<file path="config.mk">
export PLATFORM = sky130hd
export DESIGN_NAME = credit_counter
export DESIGN_NICKNAME = d
export VERILOG_FILES = /design/src/rtl/credit_counter.sv
export SDC_FILE = /design/constraint.sdc
export NUM_CORES = 1
export LEC_CHECK = 0
export CAP_MARGIN = 25
export CORE_ASPECT_RATIO = 0.5
export CORE_MARGIN = 2
export CORE_UTILIZATION = 55
export CTS_CLUSTER_DIAMETER = 60
export DETAILED_ROUTE_END_ITERATION = 10
export DONT_BUFFER_PORTS = 1
export PLACE_DENSITY_LB_ADDON = 0.25
export SYNTH_ARGS = -nofsm -noshare
export SYNTH_HDL_FRONTEND = slang
export SYNTH_SLANG_ARGS = --single-unit
</file>
<file path="constraint.sdc">
create_clock -name clk -period 8.7 [get_ports clk]
set_input_delay 1.74 -clock clk [delete_from_list [all_inputs] [get_ports clk]]
set_output_delay 1.74 -clock clk [all_outputs]
set_load 0.02 [all_outputs]
</file>
<file path="src/rtl/credit_counter.sv">
module credit_counter #(
  parameter int CW = 32,
  parameter int RW = 16
) (
  input  logic          clk,
  input  logic          rst_n,
  input  logic          clear_i,
  input  logic          enable_i,
  input  logic          disable_i,
  input  logic          wr_valid_i,
  input  logic [CW-1:0] wr_delta_i,
  input  logic          req_valid_i,
  input  logic [RW-1:0] req_bytes_i,
  output logic [RW-1:0] grant_o,
  output logic [CW-1:0] count_o,
  output logic [CW-1:0] available_o,
  output logic          enabled_o,
  output logic          ignored_o,
  output logic          paused_o
);
  localparam int EW = CW + 2;

  logic [CW-1:0] count_q;
  logic          en_q;
  logic          ign_q;

  logic [CW-1:0] req_ext;
  logic          short_credit;
  logic [RW-1:0] grant;
  logic [EW-1:0] base_ext, charge_ext, delta_ext, kept_ext, sum_ext;
  logic          reject;
  logic [CW-1:0] count_d;

  assign req_ext      = {{(CW-RW){1'b0}}, req_bytes_i};
  assign short_credit = count_q < req_ext;

  always_comb begin
    if (!req_valid_i)       grant = '0;
    else if (!en_q)         grant = req_bytes_i;
    else if (clear_i)       grant = '0;
    else if (short_credit)  grant = count_q[RW-1:0];
    else                    grant = req_bytes_i;
  end

  assign base_ext   = clear_i ? '0 : {2'b00, count_q};
  assign charge_ext = (en_q && !clear_i) ? {{(EW-RW){1'b0}}, grant} : '0;
  assign delta_ext  = {{2{wr_delta_i[CW-1]}}, wr_delta_i};
  assign kept_ext   = base_ext - charge_ext;
  assign sum_ext    = kept_ext + delta_ext;
  assign reject     = sum_ext[EW-1];
  assign count_d    = (wr_valid_i && !reject) ? sum_ext[CW-1:0] : kept_ext[CW-1:0];

  always_ff @(posedge clk) count_q <= count_d;

  always_ff @(posedge clk) begin
    if (!rst_n) begin
      en_q  <= 1'b0;
      ign_q <= 1'b0;
    end else begin
      if (disable_i)      en_q <= 1'b0;
      else if (enable_i)  en_q <= 1'b1;
      if (wr_valid_i)     ign_q <= reject;
    end
  end

  assign grant_o     = grant;
  assign count_o     = count_q;
  assign available_o = en_q ? count_q : '1;
  assign enabled_o   = en_q;
  assign ignored_o   = ign_q;
  assign paused_o    = en_q && (count_q == '0);
endmodule


</file>
## Yosys cells after proc, flatten, opt, wreduce, memory -nomap -nowiden

Cells that the tools add are included.

| word-level totals | value |
|---|---|
| input port bits | 55 |
| output and inout bits | 83 |
| word-level logic and storage cells | 22 |
| register bits | 34 |

| cells by class | value |
|---|---|
| $add $sub $neg | 2 |
| $lt $le $gt $ge | 1 |
| bitwise logic cells | 1 |
| mux-type cells | 8 |
| reduce and logical (&&, ||, !) cells | 7 |

Operators by type and width:

| operator | count |
|---|---|
| 32-bit two-way mux | 3 |
| 16-bit two-way mux | 5 |
| 33-bit by 32-bit adder with 34-bit output | 1 |
| 32-bit by 16-bit subtractor with 33-bit output | 1 |
| 32-bit logical NOT | 1 |
| 32-bit by 16-bit < comparator with 1-bit output | 1 |
| 1-bit logical AND | 3 |
| 1-bit logical NOT | 2 |
| 2-bit OR reduction | 1 |
| 1-bit NOT | 1 |

## Longest topological paths before layout

Gate-level depths: netlist (run 1).

| depth | value |
|---|---|
| depth after elaboration | 11 |
| depth in mapped cells | 30 |

## Least setup slack after synthesis (run 1)

Ideal clock, no wire load.

| timing path | value |
|---|---|
| path type | input -> register |
| start | input req_bytes_i[1] |
| end | register count_q[1] (netlist: count_o[1]) |
| setup time | 0.121 ns |
| data arrival time | 7.394 ns |
| cell stages on the path | 27 |
| setup slack | 1.185 ns |
| buffers on the path | 0 |
| cells stage by stage | inv_1 ha_1 a21o_1 a21o_1 a21o_1 a211oi_1 o31a_4 mux2i_1 nor2b_1 ha_1 inv_1 fa_1 a211oi_1 o21bai_1 a31o_2 o31ai_1 a21oi_1 o311ai_0 o21ai_0 ha_1 a21o_1 a21o_1 a221o_1 o21ba_2 or2_2 a21oi_1 mux2_2 |

| between the ends | value |
|---|---|
| cells in the longest elaborated chain, start to end | 11 |

Ends and longest elaborated chain:

| element | RTL line | text |
|---|---|---|
| start: declaration | 13 | `input logic [RW-1:0] req_bytes_i,` |
| 32-bit by 16-bit < comparator with 1-bit output | 35 | `assign short_credit = count_q < req_ext;` |
| 16-bit two-way mux | 41 | `else if (short_credit) grant = count_q[RW-1:0];` |
| 16-bit two-way mux | 40 | `else if (clear_i) grant = '0;` |
| 16-bit two-way mux * | 39 | `else if (!en_q) grant = req_bytes_i;` |
| 16-bit two-way mux * | 38 | `if (!req_valid_i) grant = '0;` |
| 16-bit two-way mux * | 46 | `assign charge_ext = (en_q && !clear_i) ? {{(EW-RW){1'b0}}, grant} : '0;` |
| 32-bit by 16-bit subtractor with 33-bit output * | 48 | `assign kept_ext = base_ext - charge_ext;` |
| 33-bit by 32-bit adder with 34-bit output | 49 | `assign sum_ext = kept_ext + delta_ext;` |
| 1-bit logical NOT | 51 | `assign count_d = (wr_valid_i && !reject) ? sum_ext[CW-1:0] : kept_ext[CW-1:0];` |
| 1-bit logical AND | 51 |  |
| 32-bit two-way mux * | 51 |  |
| net count_d[1] | 32 | `logic [CW-1:0] count_d;` |
| end signal: assignment | 53 | `always_ff @(posedge clk) count_q <= count_d;` |
| end: declaration | 23 | `logic [CW-1:0] count_q;` |

The timed path passes the listed nets; every way through them passes the cells marked *.
A chain may end at the register's enable or synchronous reset.

## Final worst setup path (run 1)

| timing path | value |
|---|---|
| start | input req_bytes_i[9] |
| end | register count_q[1] (netlist: count_o[1]) |

The elaborated chain is that of the path after synthesis.

==> flow_summary.json, run 1 <==
{
  "outcome": "completed",
  "ios": 138,
  "setup_tns_ns": 0,
  "synth.top_cells.by_count": "64 x ha_1, 59 x nand2_1, 57 x nor2_1, 53 x a21oi_1, 38 x o21ai_0",
  "synth_edf_count": 0,
  "cts-root-buf": "clkbuf_16",
  "drtIter0Drc": 405,
  "core_mm2": 0.00942,
  "grt_usage": 0.269,
  "hp-class": "flip-flop to flip-flop",
  "vias_per_cell": 6.28,
  "max_cap_viol_count": 0,
  "fp.dieH_um": 73.5,
  "antenna_found_initial": 0,
  "power_mw": 2.46,
  "start_util": 0.565,
  "startpoint_type": "input port",
  "seq_area_frac_synth": 0.128,
  "dr.pass1.iters": 5,
  "ir_worst_vdd_v": 0.000216,
  "synth_seq_cells": 34,
  "async_flop_share": 0,
  "worstSetupPathType": "input port to flip-flop",
  "cts_buffer_depth": 2,
  "fin_crit_sh": 0.931,
  "htreeDepth": 2,
  "drive_gt1_frac": 0.0835,
  "synth.most_common_cell": "ha_1",
  "cts_resized": 0,
  "synthFlopType": "dfxtp_1",
  "setup_ws_ns": 0.602,
  "hold_start": "ignored_o",
  "finalSetupViolCount": 0,
  "die_w_um": 143,
  "antenna_left": 0,
  "synth_area_mm2": 0.00532,
  "finalWirelength_um": 14400,
  "synth.area.top_cells": "ha_1 15%, dfxtp_1 13%, mux2_2 6.4%",
  "avgSynthCellArea_um2": 7.67,
  "num_rows": 25,
  "path_max_fanout": 24,
  "place_congestion": 0.953,
  "cp-startpoint": "req_bytes_i[9]",
  "syn_nets": 814,
  "cts_tree": "yes",
  "dp_hpwl_um": 11700,
  "cts_made_buffers": 5,
  "cp.arrival_ns": 8.26,
  "num_vias": 5139,
  "io_buffers": 0,
  "whs_ns": 0.632,
  "grt_pass1_wl_um": 22400,
  "maxSlewViolCount": 0,
  "cts_sinks": 34,
  "cellPowerDensity_mw_per_mm2": 442,
  "grt_pass1_vias": 4521,
  "reg2reg_slack_ns": 1.14,
  "yosysTopAreaCell": "ha_1",
  "drc": 0,
  "fill_cells": 890,
  "dp_cells": 812,
  "clkTransAtPathRegs_ns": 0.05,
  "cp.required_ns": 8.87,
  "hold_violations": 0,
  "syn2layout_area_growth_pct": 4.54,
  "wl_per_cell_um": 17.6,
  "nNetsFinal": 805,
  "p_leak_nw": 2.35,
  "skew_ns": 0.00561,
  "dp_worst_setup_slack_ns": 0.370,
  "fin_cells": 818,
  "fmax_mhz": 123,
  "slew-limit-headroom": 0.539,
  "finalCriticalPeriod_ns": 8.10,
  "grt_max_degree": 38,
  "yosys_warnings": 0,
  "postCtsSetupRepairBufs": 0,
  "rsz0062_at_grt": "false",
  "cp-end-kind": "flip-flop",
  "dieArea_mm2": 0.0105,
  "cts_hold_buf": 0,
  "grt_overflow_total": 0,
  "worstMarginPinSlew_ns": 0.684,
  "netlist.area_leader.share": 0.151,
  "antennaDiodeCount": 0,
  "synth_cell_types": 67,
  "reg2reg_from": "count_o[23]",
  "insertion_delay_ns": 0.28,
  "syn_inst": 693
}
critical path, stage by stage:
cell      delay (ns)
inv_1           0.03
ha_1            0.30
a22o_1          0.21
o31ai_1         0.27
nand2_1         0.11
nor4_2          0.22
o31a_4          0.40
mux2i_1         0.12
nor2b_1         0.13
ha_1            0.17
inv_1           0.05
fa_1            0.41
a211oi_1        0.29
o21bai_1        0.18
a31o_2          0.27
o31ai_1         0.27
a21oi_1         0.13
buf_4           0.20
o311ai_0        0.26
o21ai_0         0.18
ha_1            0.37
a21o_1          0.19
a21o_1          0.17
a221o_1         0.39
o21ba_2         0.24
or2_2           0.31
a21oi_1         0.27
mux2_2          0.37
final cells by class:
class                      instances  area [um2]  area share
clock buffer                       6         139      0.0250
multi-input combinational        600        4380       0.788
tap                              135         169      0.0304
sequential                        34         681       0.122
timing repair buffer               8        60.1      0.0108
inverter                          35         131      0.0236
routing by layer:
layer | share of wire | GRT usage | up-vias
li1 | - | - | 2529
met1 | 0.47 | 0.376 | 2427
met2 | 0.44 | 0.421 | 170
met3 | 0.077 | 0.0704 | 13
met4 | 0.0081 | 0.0517 | 0
met5 | 0 | 0 | -
placed cells by master (no fill, tap or decap), types with 11 or more instances in the layout:
cell and count:
ha_1 64, a21oi_1 53, mux2_1 14, a21o_1 24
xor2_1 11, inv_1 35, nor2b_1 28, a211oi_1 15
mux2_2 30, o21ai_0 38, nand2_1 59, nor2_1 57
xnor2_1 28, dfxtp_1 34, a22o_1 15, o21a_1 13
nand2b_1 32
power breakdown:
group / switching [mW] / leakage (nW) / internal (mW)
clock network: 0.0599 / 0.0688 / 0.110
logic: 0.969 / 2.00 / 0.815
registers: 0.257 / 0.286 / 0.245
flip-flops by register name, indices dropped and copies added, names as in the netlist:
| register | count |
|---|---|
| enabled_o | 1 |
| ignored_o | 1 |
| count_o | 32 |
logic make-up after synthesis:
family | synth area share
muxes | 0.0988
adders and majority gates | 0.158
xor gates and xnor gates | 0.0643
and+or+nand+nor | 0.224
AOI/OAI and AO/OA | 0.279
buffers and inverters | 0.0485
DFF | 0.128
final timing paths:
kind / to / depth (start not counted)
max: count_o[1] / 28
min: ignored_o / 2
max reg2reg: count_o[1] / 27
min reg2reg: ignored_o / 2
stage by stage:
step,cell area [um2],utilization
after global placement,5420,0.576
final,5560,0.590
after global routing,5560,0.590
after detailed placement,5420,0.576
after floorplan,5320,-
after CTS,5560,0.590
No activity file was read; power rests on OpenSTA's default activity.
==> run 2: changes to the inputs <==
==> constraint.sdc (replaced) <==
create_clock -name clk -period 6.6 [get_ports clk]
set_input_delay 1.32 -clock clk [delete_from_list [all_inputs] [get_ports clk]]
set_output_delay 1.32 -clock clk [all_outputs]
set_load 0.02 [all_outputs]
==> run 2 against run 1 <==
  * The flow now finishes with violations (setup timing)
  * Power grew 80%
  * Register-to-register slack lost 1.4 ns
  * Wire length grew 28%
  * Clock power grew 32%
  * Largest power group unchanged
  * Flip-flop and latch count is the same
  * Highest routed layer unchanged
  * Setup slack lost 0.99 ns
  * Design area grew 34%
  * Final cell count grew 22%
  * Combinational power grew 110%
  * First-iteration DRC count grew 16%
==> flow_summary.json, run 2 (synthesized netlist as in run 1, its figures left out) <==
{
  "outcome": "complete, but fails checks",
  "violations": "setup timing",
  "p_leak_nw": 3.30,
  "setup_ws_ns": -0.387,
  "reg2reg_from": "count_o[23]",
  "wl_met2_um": 9080,
  "p_comb_frac": 0.827,
  "finalSetupViolCount": 33,
  "reg2reg_slack_ns": -0.27,
  "cp.required_ns": 6.76,
  "startpoint_type": "input port",
  "register_area_um2": 681,
  "critPathBufInv": 4,
  "dr.pass1.iters": 5,
  "skew_ns": 0.00685,
  "p_switching_mw": 2.11,
  "num_vias": 6054,
  "setup_tns_ns": -8.20,
  "seq_power_share": 0.122,
  "clkTransAtPathRegs_ns": 0.06,
  "multiInputGateArea_mm2": 0.00491,
  "drive_gt1_frac": 0.359,
  "cp-startpoint": "req_bytes_i[14]",
  "cts_hold_buf": 0,
  "insertion_delay_ns": 0.29,
  "grt_pass1_vias": 5782,
  "met3WireLength_um": 1500,
  "ir_worst_vdd_v": 0.000384,
  "grt_pass1_wl_um": 27400,
  "core_mm2": 0.00942,
  "syn2layout_area_growth_pct": 40.3,
  "maxSlewViolCount": 0,
  "rsz0062_at_grt": "true",
  "slowest_delay_ns": 0.38,
  "cts-root-buf": "clkbuf_16",
  "top_layer_used": "met4",
  "fmax_mhz": 143,
  "fp.dieH_um": 73.5,
  "power_frac_clock": 0.051,
  "wl_met1_um": 7380,
  "num_rows": 25,
  "p_sw_frac": 0.476,
  "grt_max_degree": 37,
  "dp_hpwl_um": 13900,
  "hold_violations": 0,
  "antenna_left": 0,
  "start_util": 0.565,
  "dp_cells": 958,
  "critPathSlowestCell": "fa_2",
  "antenna_found_initial": 0,
  "cts_sinks": 34,
  "cts_tree": "yes",
  "cellPowerDensity_mw_per_mm2": 593,
  "worstSetupPathDepth": 28,
  "dieArea_mm2": 0.0105,
  "slew-limit-headroom": 0.541,
  "max_cap_viol_count": 0,
  "grt_usage": 0.329,
  "drc": 0,
  "antennaDiodeCount": 0,
  "crit_end": "count_o[17]",
  "mostFrequentLayoutCell": "buf_4",
  "cp.arrival_ns": 7.15,
  "fin_crit_sh": 1.06,
  "path_max_fanout": 8,
  "die_w_um": 143,
  "place_congestion": 1.02,
  "wl_per_cell_um": 18.6,
  "cts_buffer_depth": 2,
  "cp_top_family": "compound AO/OA/AOI/OAI gates",
  "ios": 138,
  "worstMarginPinSlew_ns": 0.685,
  "io_buffers": 0,
  "layout_common_cells": "177 x buf_4, 55 x nor2_1, 54 x nand2_1",
  "worstSetupPathType": "input port to flip-flop",
  "dp_worst_setup_slack_ns": -0.622,
  "fin_util": 0.792,
  "largest_reg_flops": 32,
  "hold_path_depth": 2,
  "finalCriticalPeriod_ns": 6.99,
  "hp-class": "flip-flop to flip-flop",
  "cts_made_buffers": 5,
  "internal_power_mw": 2.31,
  "fin_cells": 994,
  "fill_cells": 613,
  "grt_overflow_total": 0,
  "vias_per_cell": 6.09,
  "cp-end-kind": "flip-flop",
  "r2r.worst_path.cells": 28,
  "r2r_end": "count_o[17]",
  "nNetsFinal": 980,
  "htreeDepth": 2,
  "drtIter0Drc": 469,
  "finalWirelength_um": 18500
}
==> run 2: changes by cell type in the layout (fill, tap and decap cells not counted), sizes merged <==
| cell | change |
|---|---|
| buf | +175 |
| clkbuf | -1 |
| clkinv | +2 |
==> run 2: final cells by class <==
class,instances,area share
multi-input cells,600,0.659
clock buffers,5,0.0168
repair buffers,183,0.188
clock inverters,2,0.00134
flip-flops and latches,34,0.0913
inverters,35,0.0206
well taps,135,0.0226
==> run 2: metrics by stage <==
step	power (mW)	area, um2	hold slack, ns
final	4.42	7460	0.757
after global placement	3.68	6760	0.644
after floorplan	2.59	5580	0.603
after CTS	4.20	7200	0.654
after detailed placement	3.78	6760	0.643
after global routing	4.73	7460	0.796
==> run 2: worst min path at each step <==
stage / to / startpoint / slack, ns
after floorplan: ignored_o / ignored_o / 0.60
after CTS: ignored_o / ignored_o / 0.65
after global placement: ignored_o / ignored_o / 0.64
final: ignored_o / ignored_o / 0.76
after detailed placement: ignored_o / ignored_o / 0.64
after global routing: count_o[17] / count_o[17] / 0.80
==> run 2: tightest hold or removal path, stage by stage (launching register included) <==
cell and delay [ns]:
dfxtp_1 0.44, o21ai_0 0.19, nor2_4 0.10
==> run 2: power by group through the flow <==
stage	clock network (mW)	registers [mW]	logic [mW]
6_report	0.224	0.541	3.65
5_1_grt	0.234	0.548	3.95
3_3_place_gp	0	0.528	3.16
4_1_cts	0.224	0.532	3.45
3_5_place_dp	0	0.529	3.25
2_1_floorplan	0	0.569	2.02
==> run 2: repair_timing <==
action / in CTS / in global routing
gates resized for setup: 34 / 45
setup endpoints to repair: 32 / 33
buffers inserted: 16 / 13
pin swaps: 27 / 23
==> run 2: metal layers <==
metal | track usage | up-vias
li1 | - | 2876
met1 | 0.382 | 2870
met2 | 0.601 | 256
met3 | 0.0841 | 52
met4 | 0.109 | 0
met5 | 0 | -
